### src/rtl/xfer_stamp_pkg.sv
package xfer_stamp_pkg;

    typedef enum logic [2:0] {
        PH_IDLE     = 3'd0,
        PH_UPLOAD   = 3'd1,
        PH_WAIT_DL  = 3'd2,
        PH_DOWNLOAD = 3'd3,
        PH_DONE     = 3'd4
    } phase_e;

    localparam int STAMP_UP_FIRST = 0;
    localparam int STAMP_UP_LAST  = 1;
    localparam int STAMP_DN_FIRST = 2;
    localparam int STAMP_DN_LAST  = 3;
    localparam int NUM_STAMPS     = 4;

    localparam int LANE_UP = 0;
    localparam int LANE_DN = 1;
    localparam int NUM_LANES = 2;

endpackage

### src/rtl/xfer_stamp_timebase.sv
module xfer_stamp_timebase #(
    parameter int TS_W = 32
) (
    input  logic            clk,
    input  logic            rst_n,
    output logic [TS_W-1:0] now
);

    logic [TS_W-1:0] tick_d, tick_q;

    always_comb begin
        tick_d = tick_q + TS_W'(1);
    end

    always_ff @(posedge clk or negedge rst_n) begin
        if (!rst_n) tick_q <= '0;
        else        tick_q <= tick_d;
    end

    assign now = tick_q;

endmodule

### src/rtl/xfer_stamp_wordctr.sv
module xfer_stamp_wordctr #(
    parameter int CNT_W = 26
) (
    input  logic             clk,
    input  logic             rst_n,
    input  logic             clear,
    input  logic             take,
    input  logic [CNT_W-1:0] target,
    output logic             is_first,
    output logic             is_last
);

    logic [CNT_W-1:0] count_d, count_q;

    always_comb begin
        count_d = count_q;
        if (clear)     count_d = '0;
        else if (take) count_d = count_q + CNT_W'(1);
    end

    always_ff @(posedge clk or negedge rst_n) begin
        if (!rst_n) count_q <= '0;
        else        count_q <= count_d;
    end

    assign is_first = (count_q == '0);
    assign is_last  = (count_q == (target - CNT_W'(1)));

endmodule

### src/rtl/xfer_stamp_seq.sv
module xfer_stamp_seq
    import xfer_stamp_pkg::*;
#(
    parameter int TS_W   = 32,
    parameter int SECT_W = 16,
    parameter int WPS    = 1024,
    parameter int CNT_W  = SECT_W + $clog2(WPS)
) (
    input  logic                              clk,
    input  logic                              rst_n,
    input  logic                              start,
    input  logic [SECT_W-1:0]                 sector_count,
    input  logic                              up_fire,
    input  logic                              dn_offer,
    input  logic                              dn_fire,
    input  logic [NUM_LANES-1:0]              lane_first,
    input  logic [NUM_LANES-1:0]              lane_last,
    input  logic [TS_W-1:0]                   now,
    output logic [NUM_LANES-1:0]              lane_take,
    output logic                              lane_clear,
    output logic [CNT_W-1:0]                  target,
    output logic [NUM_STAMPS-1:0][TS_W-1:0]   stamps,
    output logic                              proto_err,
    output logic                              done
);

    typedef struct packed {
        phase_e                            phase;
        logic                              err;
        logic [CNT_W-1:0]                  target;
        logic [NUM_STAMPS-1:0][TS_W-1:0]   stamps;
    } seq_t;

    seq_t st_d, st_q;

    always_comb begin
        st_d       = st_q;
        lane_take  = '0;
        lane_clear = 1'b0;
        if (start) begin
            lane_clear = 1'b1;
            st_d.err    = 1'b0;
            st_d.stamps = '0;
            st_d.target = CNT_W'(sector_count) * CNT_W'(WPS);
            st_d.phase  = (sector_count == '0) ? PH_DONE : PH_UPLOAD;
        end else begin
            unique case (st_q.phase)
                PH_UPLOAD: begin
                    if (dn_offer) st_d.err = 1'b1;
                    if (up_fire) begin
                        lane_take[LANE_UP] = 1'b1;
                        if (lane_first[LANE_UP]) st_d.stamps[STAMP_UP_FIRST] = now;
                        if (lane_last[LANE_UP]) begin
                            st_d.stamps[STAMP_UP_LAST] = now;
                            st_d.phase = PH_WAIT_DL;
                        end
                    end
                end
                PH_WAIT_DL, PH_DOWNLOAD: begin
                    if (dn_fire) begin
                        lane_take[LANE_DN] = 1'b1;
                        if (lane_first[LANE_DN]) begin
                            st_d.stamps[STAMP_DN_FIRST] = now;
                            st_d.phase = PH_DOWNLOAD;
                        end
                        if (lane_last[LANE_DN]) begin
                            st_d.stamps[STAMP_DN_LAST] = now;
                            st_d.phase = PH_DONE;
                        end
                    end
                end
                default: ;
            endcase
        end
    end

    always_ff @(posedge clk or negedge rst_n) begin
        if (!rst_n) st_q <= '{phase: PH_IDLE, err: 1'b0, target: '0, stamps: '0};
        else        st_q <= st_d;
    end

    assign target    = st_q.target;
    assign stamps    = st_q.stamps;
    assign proto_err = st_q.err;
    assign done      = (st_q.phase == PH_DONE);

endmodule

### src/rtl/xfer_stamp_top.sv
module xfer_stamp_top
    import xfer_stamp_pkg::*;
#(
    parameter int TS_W   = 32,
    parameter int SECT_W = 16,
    parameter int WPS    = 1024
) (
    input  logic              clk,
    input  logic              rst_n,
    input  logic              start,
    input  logic [SECT_W-1:0] sector_count,
    input  logic              up_valid,
    input  logic              up_ready,
    input  logic              dn_valid,
    input  logic              dn_ready,
    output logic              done,
    output logic              proto_err,
    output logic [TS_W-1:0]   ts_up_first,
    output logic [TS_W-1:0]   ts_up_last,
    output logic [TS_W-1:0]   ts_dn_first,
    output logic [TS_W-1:0]   ts_dn_last,
    output logic [TS_W-1:0]   upload_elapsed,
    output logic [TS_W-1:0]   download_elapsed,
    output logic [TS_W-1:0]   total_elapsed
);

    localparam int CNT_W = SECT_W + $clog2(WPS);

    logic [TS_W-1:0]                 now;
    logic [NUM_LANES-1:0]            lane_take, lane_first, lane_last;
    logic                            lane_clear;
    logic [CNT_W-1:0]                target;
    logic [NUM_STAMPS-1:0][TS_W-1:0] stamps;

    xfer_stamp_timebase #(.TS_W(TS_W)) u_time (
        .clk   (clk),
        .rst_n (rst_n),
        .now   (now)
    );

    for (genvar g = 0; g < NUM_LANES; g++) begin : g_lane
        xfer_stamp_wordctr #(.CNT_W(CNT_W)) u_ctr (
            .clk      (clk),
            .rst_n    (rst_n),
            .clear    (lane_clear),
            .take     (lane_take[g]),
            .target   (target),
            .is_first (lane_first[g]),
            .is_last  (lane_last[g])
        );
    end

    xfer_stamp_seq #(
        .TS_W   (TS_W),
        .SECT_W (SECT_W),
        .WPS    (WPS),
        .CNT_W  (CNT_W)
    ) u_seq (
        .clk          (clk),
        .rst_n        (rst_n),
        .start        (start),
        .sector_count (sector_count),
        .up_fire      (up_valid && up_ready),
        .dn_offer     (dn_valid),
        .dn_fire      (dn_valid && dn_ready),
        .lane_first   (lane_first),
        .lane_last    (lane_last),
        .now          (now),
        .lane_take    (lane_take),
        .lane_clear   (lane_clear),
        .target       (target),
        .stamps       (stamps),
        .proto_err    (proto_err),
        .done         (done)
    );

    assign ts_up_first      = stamps[STAMP_UP_FIRST];
    assign ts_up_last       = stamps[STAMP_UP_LAST];
    assign ts_dn_first      = stamps[STAMP_DN_FIRST];
    assign ts_dn_last       = stamps[STAMP_DN_LAST];
    assign upload_elapsed   = ts_up_last - ts_up_first;
    assign download_elapsed = ts_dn_last - ts_dn_first;
    assign total_elapsed    = ts_dn_last - ts_up_first;

endmodule

### config.mk
export PLATFORM = sky130hd
export DESIGN_NAME = xfer_stamp_top
export DESIGN_NICKNAME = d
export VERILOG_FILES = /design/src/rtl/xfer_stamp_pkg.sv /design/src/rtl/xfer_stamp_timebase.sv /design/src/rtl/xfer_stamp_wordctr.sv /design/src/rtl/xfer_stamp_seq.sv /design/src/rtl/xfer_stamp_top.sv
export SDC_FILE = /design/constraint.sdc
export NUM_CORES = 1
export LEC_CHECK = 0
export BUFFER_PORTS_ARGS = -buffer_cell sky130_fd_sc_hd__buf_2
export CAP_MARGIN = 20
export CORE_MARGIN = 1
export CORE_UTILIZATION = 62
export CTS_BUF_LIST = sky130_fd_sc_hd__clkbuf_4 sky130_fd_sc_hd__clkbuf_8
export DETAILED_ROUTE_END_ITERATION = 10
export GPL_ROUTABILITY_DRIVEN = 0
export PLACE_DENSITY = 0.9
export SKIP_LAST_GASP = 1
export SLEW_MARGIN = 20
export SYNTH_ARGS = -nofsm -noshare
export SYNTH_HDL_FRONTEND = slang
export SYNTH_SLANG_ARGS = --single-unit
### constraint.sdc
create_clock -name clk -period 9.1 [get_ports clk]
set_clock_uncertainty 0.15 [all_clocks]
set_input_delay 0.91 -clock clk [delete_from_list [all_inputs] [get_ports clk]]
set_output_delay 0.91 -clock clk [all_outputs]
set_load 0.01 [all_outputs]
[After elaboration in Yosys (flattened, before gate mapping)]
Cells that the tools add are included.
Word-level totals
  flip-flop bits (word level): 232
  input bits: 23
  logic and storage cells: 80
Operators by class
  eq/ne operators: 10
  reductions and logical operators: 24
  multiplexer cells: 29
  $add $sub $neg: 7
Operators by type and width (count)
  $mux W64: 4
  $mux W128: 1
  $mux W32: 4
  $mux W26: 4
  $sub A32 B32 Y32: 3
  $add A26 B1 Y26 const B: 2
  $eq A26 B26 Y1: 2
  $logic_not A26 Y1: 2
  $add A32 B1 Y32 const B: 1
  $sub A26 B1 Y26 const B: 1
  $reduce_bool A2 Y1: 11
  $mux W3: 6
  $logic_not A16 Y1: 1
  $reduce_and A3 Y1: 4
  $mux W1: 7
  $eq A3 B2 Y1 const B: 2
  $ne A3 B2 Y1 const B: 2
  $pmux W3 S2: 1
  $reduce_and A5 Y1: 1
  $mux W4: 1
  $ne A4 B4 Y1 const B: 1
  $eq A3 B1 Y1 const B: 1
  $eq A3 B3 Y1 const B: 1
  $ne A3 B3 Y1 const B: 1
  other kinds (5): 6

[Longest topological paths before layout]
Gate-level depths: netlist (run 1).
  depth in word-level cells: 6
  gate-level depth with buffers: 11
  gate-level depth less buffers: 11

[Hierarchy]
Synthesis (run 1) repeated with hierarchy kept, for this count alone.
Unflattened totals
  cells, all modules: 2303
  area total of the unflattened synthesis: 18868.1 µm²
Modules (own cells, without submodules)
  xfer_stamp_seq: sequential area each 3703.6 µm², instances 1, cells each 788, area an instance 7283.2 µm²
  xfer_stamp_top: sequential area each 0.0 µm², instances 1, cells each 824, area an instance 5541.6 µm²
  xfer_stamp_wordctr: sequential area each 650.6 µm², instances 2, cells each 282, area an instance 2282.2 µm²
  xfer_stamp_timebase: sequential area each 800.8 µm², instances 1, cells each 127, area an instance 1478.9 µm²

[Worst setup path before layout (run 1)]
OpenSTA, ideal clock, no wires.
  path kind: register -> output
  from: register u_seq.st_q, in the netlist u_seq.stamps[2]
  to: output port total_elapsed[24]
  cell stages (with the launch flop): 11
  arrival time: 2.736 ns
  path slack: 5.304 ns
  cells stage by stage: dfrtp_1 inv_1 ha_1 nor2b_1 o31a_1 o311a_1 o31a_1 o31a_1 o311ai_0 a21oi_1 xor2_1
On the way
  word-level cells in the longest chain between the ends: 1
RTL lines
  start: declaration: line xfer_stamp_seq.sv:34  | seq_t st_d, st_q;
  start signal: assignment: line xfer_stamp_seq.sv:78  | if (!rst_n) st_q <= '{phase: PH_IDLE, err: 1'b0, target: '0, stamps: '0};
  start signal: assignment: line xfer_stamp_seq.sv:79  | else st_q <= st_d;
  $sub A32 B32 Y32: line xfer_stamp_top.sv:83  | assign total_elapsed = ts_dn_last - ts_up_first;
  end: declaration: line xfer_stamp_top.sv:24  | output logic [TS_W-1:0] total_elapsed
Every way passes these cells.

[Worst setup path after layout (run 1)]
  from: register u_seq.st_q, in the netlist u_seq.stamps[96]
  to: output port total_elapsed[24]
The elaborated chain is that of the path after synthesis.

==> results of run 1 <==
per-layer routing:
| layer | global-route usage (%) | up-vias | wire, um | part of all wire, % |
|---|---|---|---|---|
| met3 | 5.656 | 163 | 3784 | 8.3 |
| met4 | 16.34 | 0 | 2416 | 5.3 |
| met1 | 42.25 | 7052 | 18610 | 41 |
| met2 | 52.48 | 763 | 21020 | 46 |
| met5 | 0.8696 | - | 0 | 0 |
| li1 | - | 6791 | - | - |
metrics by stage:
step	cells	util (%)	cell area [um^2]
finish	2388	67.92	18200
global route	2388	67.92	18200
CTS	2387	67.80	18170
detailed placement	2314	64.52	17290
global placement	2314	64.52	17290
floorplan	1933	-	16870
layout make-up:
cell class,count,share of cell area [%]
Multi-Input combinational cell,1375,51.28
Sequential cell,232,31.89
Timing Repair Buffer,257,7.389
Clock buffer,63,4.385
Tap cell,341,2.344
Inverter,110,2.268
Clock inverter,10,0.4399
sequential cells by signal, indices dropped and copies added (netlist names):
signal	cells
u_seq.proto_err	1
u_seq.stamps	128
u_time.now	32
u_seq.st_q	3
u_seq.target	16
g_lane.u_ctr.count_q	52
final timing paths:
check	from	end	slack (ns)	depth (start not counted)
setup / recovery	u_seq.stamps[96]$_DFFE_PN0P_	total_elapsed[24]	4.17	12
hold / removal	rst_n	g_lane[0].u_ctr.count_q[2]$_DFFE_PN0P_	0.22	1
min in group clk	u_seq.proto_err$_DFFE_PN0P_	u_seq.proto_err$_DFFE_PN0P_	0.36	2
hold reg to reg	u_seq.proto_err$_DFFE_PN0P_	u_seq.proto_err$_DFFE_PN0P_	0.36	2
setup reg to reg	u_seq.target[10]$_DFFE_PN0P_	u_seq.stamps[110]$_DFFE_PN0P_	4.53	11
max in group asynchronous	rst_n	u_seq.stamps[47]$_DFFE_PN0P_	7.28	2
cells by family after synthesis:
kind of cell               count (synthesis)
AOI/OAI and AO/OA                        389
xor gates and xnor gates                 188
adders and majority gates                102
buffers and inverters                    326
DFF                                      232
muxes                                     50
and+or+nand+nor                          646
power groups by stage:
stage               combinational [mW]  clock, mW  sequential, mW
finish                           0.496       1.03            1.07
global route                     0.533       1.09            1.07
CTS                              0.486       1.04            1.07
detailed placement               0.483          0            1.09
global placement                 0.471          0            1.08
floorplan                        0.319          0            1.07
cells in the final DEF, fill, tap and decap left out, drive strengths merged, types with 13 or more instances in the layout:
master and count:
nor2b 14, o21ai 80, nor3 40, clkbuf 63, a21o 33, nand3b 35
a31oi 14, mux2i 37, mux2 13, dfrtp 232, a21oi 116, nor4 26
and3 23, xor2 70, xnor2 118, buf 257, nand2b 41, nand2 147
nand4 33, nor2 174, o21a 23, ha 99, inv 110, o2bb2ai 31
nand3 45
==> impl_metrics.json, run 1 <==
{
  "finalPower_mw": 2.594,
  "switching_share_pct": 29.37,
  "synth_area_leaders": "dfrtp_1, ha_1, xnor2_1, buf_4, nor2_1",
  "yosysWarningCount": 0,
  "crit_type": "register to primary output",
  "synth.most_common_cell": "dfrtp_1",
  "cts_buffer_depth": 3,
  "synthSimpleGateAreaFrac_pct": 19.68,
  "crit_fanout": 4,
  "grt_use_total_pct": 32.57,
  "required_ns": 8.04,
  "overflow": 0,
  "slowest_stage": "o311ai_0",
  "rsz0062_at_grt": "no",
  "cts_resized": 0,
  "period_minus_slack_ns": 4.931,
  "critical_path.n_buffers_inverters": 2,
  "crit_family": "compound AO/OA/AOI/OAI gates",
  "drv_cap": 0,
  "synth_cell_type_count": 68,
  "dieArea_um2": 27870,
  "synth_xor_xnor_area_share_pct": 9.760,
  "numCtsBuffers": 40,
  "ys_ff_latch": 232,
  "fmax_mhz": 202.8,
  "p_int_mw": 1.832,
  "p_leak_nw": 8.638,
  "path_cells": "inv_1 -> ha_1 -> fa_1 -> nor2b_1 -> o31a_1 -> o311a_1 -> o31a_1 -> o31a_1 -> o311ai_0 -> a21oi_1 -> xor2_1 -> buf_2",
  "grt_pass1_vias": 14225,
  "via_per_inst": 6.185,
  "min_path_type": "primary input to asynchronous set/reset pin",
  "synth_top_area_share_pct": 34.41,
  "insertion_delay_ns": 0.55,
  "syn_nets": 2058,
  "cts_tree": "built",
  "port_buffers": 248,
  "synth_enable_flop_cells": 0,
  "slew_viol_final": 0,
  "rows": 60,
  "avgRoutedWirePerCell_um": 19.19,
  "hpwl_mm": 34.13,
  "hold_slack_ns": 0.2221,
  "dominantRegCellSynth": "dfrtp_1",
  "clkPwrFrac_pct": 39.6,
  "crit_top_cell": "o31a_1",
  "synth_area_per_cell_um2": 8.727,
  "synth_top_family_by_area": "simple AND/OR/NAND/NOR gates",
  "syn_area_um2": 16870,
  "antenna_found_initial": 0,
  "slowest_delay_ns": 0.42,
  "outcome": "finished, final reports clean",
  "die_x_um": 167.0,
  "grt_max_degree": 100,
  "clk_pin_slew_ns": 0.06,
  "cts_setup_buffers": 0,
  "finalSetupTns_ns": 0,
  "peakVddDrop_v": 0.0001195,
  "cts_root_buffer": "clkbuf_8",
  "yosysSeqAreaShare_pct": 34.41,
  "setup_ws_ns": 4.169,
  "pwr-share-comb_pct": 19.1,
  "multi_input_area_um2": 9334,
  "synth_common_cells": "dfrtp_1, nor2_1, nand2_1, buf_4, xnor2_1",
  "crit_path_end_kind": "primary output",
  "fillers": 2074,
  "drc_errors": 0,
  "synth.area.mux_share_pct": 3.063,
  "cts.sinks": 232,
  "drtIter0Drc": 1222,
  "ctsHoldBuffers": 0,
  "pin_count": 249,
  "worst_slew_pin_slew_ns": 0.9404,
  "layout.nets": 2141,
  "powerDensity_nw_per_um2": 142.5,
  "pwr-share-seq_pct": 41.2,
  "synth_compound_area_share_pct": 15.02,
  "drive_above_1_share_pct": 17.88,
  "cp.arrival_ns": 3.87,
  "switchingPower_mw": 0.7619,
  "initial_core_util_pct": 62.95,
  "grt_pass1_wl_mm": 73.14,
  "coreArea_um2": 26800,
  "wl_mm": 45.83,
  "pre_cts_ws_ns": 4.581,
  "via_count": 14769,
  "cp-start-kind": "register",
  "fin_crit_sh_pct": 54.19,
  "synth_top_area_cell": "dfrtp_1",
  "first_pass_iters": 7,
  "netlist_instances": 1933,
  "slew_headroom_pct": 37.31,
  "async_flop_share_pct": 100.0,
  "final_hold_viol_count": 0,
  "finalSetupViolCount": 0,
  "synthAdderAreaFrac_pct": 7.699,
  "fp.dieH_um": 167.0,
  "ant_nets": 0,
  "diodes": 0,
  "regArea_um2": 5806,
  "synthToLayoutAreaGrowth_pct": 7.899,
  "h-tree-depth": 2
}
(Power assumes the default switching activity.)
==> run 2: changes to the inputs <==
--- a/config.mk
+++ b/config.mk
@@ -8,11 +8,11 @@
 export BUFFER_PORTS_ARGS = -buffer_cell sky130_fd_sc_hd__buf_2
 export CAP_MARGIN = 20
 export CORE_MARGIN = 1
-export CORE_UTILIZATION = 62
+export CORE_UTILIZATION = 60
 export CTS_BUF_LIST = sky130_fd_sc_hd__clkbuf_4 sky130_fd_sc_hd__clkbuf_8
 export DETAILED_ROUTE_END_ITERATION = 10
 export GPL_ROUTABILITY_DRIVEN = 0
-export PLACE_DENSITY = 0.9
+export PLACE_DENSITY = 0.87
 export SKIP_LAST_GASP = 1
 export SLEW_MARGIN = 20
 export SYNTH_ARGS = -nofsm -noshare
==> constraint.sdc (replaced) <==
create_clock -name clk -period 5 [get_ports clk]
set_clock_uncertainty 0.15 [all_clocks]
set_input_delay 0.5 -clock clk [delete_from_list [all_inputs] [get_ports clk]]
set_output_delay 0.5 -clock clk [all_outputs]
set_load 0.01 [all_outputs]
==> impl_metrics.json, run 2 (synthesis results as in run 1) <==
{
  "antenna_found_initial": 0,
  "crit_top_cell": "o31a_1",
  "pin_count": 249,
  "min_to": "u_seq.target[24]$_DFFE_PN0P_",
  "cts_root_buffer": "clkbuf_8",
  "worst_slew_pin_slew_ns": 0.8181,
  "crit_family": "compound AO/OA/AOI/OAI gates",
  "rows": 61,
  "numCtsBuffers": 40,
  "crit_fanout": 4,
  "outcome": "finished, final reports clean",
  "drtIter0Drc": 1187,
  "min_from": "sector_count[14]",
  "ctsHoldBuffers": 1,
  "timing.rr.end": "u_seq.st_q[157]$_DFFE_PN0P_",
  "slew_headroom_pct": 44.05,
  "port_buffers": 248,
  "die_x_um": 169.7,
  "path_cells": "inv_1 -> ha_1 -> fa_1 -> nor2b_1 -> o31a_1 -> o311a_1 -> o31a_1 -> o31a_1 -> o311ai_0 -> a21oi_1 -> xor2_1 -> buf_2",
  "p_leak_nw": 8.642,
  "utilization_pct": 65.93,
  "via_per_inst": 6.029,
  "grt_use_total_pct": 30.86,
  "critical_path.n_buffers_inverters": 2,
  "r2r_cells": 11,
  "hpwl_mm": 33.41,
  "required_ns": 4.35,
  "clk_pin_slew_ns": 0.07,
  "placed_cells": 2351,
  "cts_tree": "built",
  "crit_path_end_kind": "primary output",
  "hold_slack_ns": 0.02910,
  "diodes": 0,
  "cp.arrival_ns": 4.00,
  "layout.nets": 2142,
  "dieArea_um2": 28790,
  "cts_setup_buffers": 0,
  "finalPower_mw": 4.694,
  "slowest_delay_ns": 0.58,
  "cp-start-kind": "register",
  "r2r_start": "u_seq.target[10]$_DFFE_PN0P_",
  "wl_mm": 44.92,
  "ff2ff_setup_slack_ns": 0.70,
  "hold_depth": 3,
  "cts.sinks": 232,
  "slew_viol_final": 0,
  "initial_core_util_pct": 60.89,
  "final_hold_viol_count": 0,
  "grt_pass1_wl_mm": 70.66,
  "min_path_type": "primary input to register",
  "fmax_mhz": 215.0,
  "fillers": 2180,
  "first_pass_iters": 7,
  "ant_nets": 0,
  "grt_pass1_vias": 13571,
  "rsz0062_at_grt": "no",
  "final_cell_mix": "buf_2, dfrtp_1, nor2_1, nand2_1, xnor2_1",
  "fin_crit_sh_pct": 93.03,
  "period_minus_slack_ns": 4.652,
  "crit_type": "register to primary output",
  "powerDensity_nw_per_um2": 257.0,
  "finalSetupViolCount": 0,
  "grt_max_degree": 135,
  "slowest_stage": "o311ai_0",
  "finalSetupTns_ns": 0,
  "drv_cap": 0,
  "cts_buffer_depth": 3,
  "peakVddDrop_v": 0.0002210,
  "overflow": 0,
  "via_count": 14627,
  "layout_commonest_cell": "buf_2",
  "drc_errors": 0,
  "synthToLayoutAreaGrowth_pct": 8.270,
  "h-tree-depth": 2,
  "cts_resized": 0,
  "largest_reg_flops": 128,
  "fin_cells": 2426,
  "coreArea_um2": 27710,
  "avgRoutedWirePerCell_um": 18.52,
  "insertion_delay_ns": 0.55,
  "fp.dieH_um": 169.7,
  "drive_above_1_share_pct": 17.87
}
[run 2: cell types whose count changed in the layout (fill, tap and decap cells not counted), sizes merged]
cell	delta
clkinv	-1
clkbuf	+1
dlygate4sd3	+1
[run 2: per-stage QoR]
stage          setup slack [ns]  area, um^2
2_1_floorplan             1.478       16870
3_3_place_gp             0.9970       17360
3_5_place_dp             0.8194       17360
4_1_cts                  0.3613       18240
5_1_grt                  0.2087       18270
6_report                 0.3483       18270
[run 2: how the worst max path moves through the flow]
stage	from	end	slack, ns	depth (start not counted)
2_1_floorplan	u_seq.target[10]$_DFFE_PN0P_	u_seq.st_q[157]$_DFFE_PN0P_	1.48	10
3_3_place_gp	u_seq.target[10]$_DFFE_PN0P_	u_seq.st_q[157]$_DFFE_PN0P_	1.0	11
3_5_place_dp	u_seq.target[10]$_DFFE_PN0P_	u_seq.st_q[157]$_DFFE_PN0P_	0.82	11
4_1_cts	u_seq.stamps[96]$_DFFE_PN0P_	total_elapsed[24]	0.36	12
5_1_grt	u_seq.stamps[96]$_DFFE_PN0P_	total_elapsed[22]	0.21	12
6_report	u_seq.stamps[96]$_DFFE_PN0P_	total_elapsed[24]	0.35	12
[run 2: worst reg2reg max path, cell delays in order, from the launching register on]
cell and delay (ns):
dfrtp_1 0.43, inv_1 0.10, ha_1 0.22, or4b_4 0.52
nor2_1 0.42, xor2_1 0.12, a2111oi_0 0.50, nand4_1 0.21
nor4_4 0.34, buf_4 0.54, a2bb2oi_2 0.29, mux2_1 0.34
[run 2: power by group]
group	switching (mW)	total, mW	internal (mW)	leakage [nW]
registers	0.0419	1.94	1.90	3.18
logic	0.531	0.894	0.363	5.00
clock network	0.794	1.86	1.06	0.462
[run 2: layer usage]
metal / global-route usage [%] / up-vias / wire (um)
li1: - / 6795 / -
met1: 40.98 / 6929 / 18450
met3: 5.644 / 149 / 3888
met2: 48.43 / 754 / 20290
met4: 15.39 / 0 / 2284
met5: 0 / - / 0
[run 2: layout make-up]
| class | instances | area [um^2] | share of cell area, % |
|---|---|---|---|
| inverter | 110 | 412.9 | 2.261 |
| tap | 378 | 473.0 | 2.589 |
| multi-input combinational | 1375 | 9334 | 51.10 |
| clock inverter | 9 | 78.83 | 0.4316 |
| timing repair buffer | 258 | 1368 | 7.487 |
| sequential | 232 | 5806 | 31.79 |
| clock buffer | 64 | 793.3 | 4.343 |
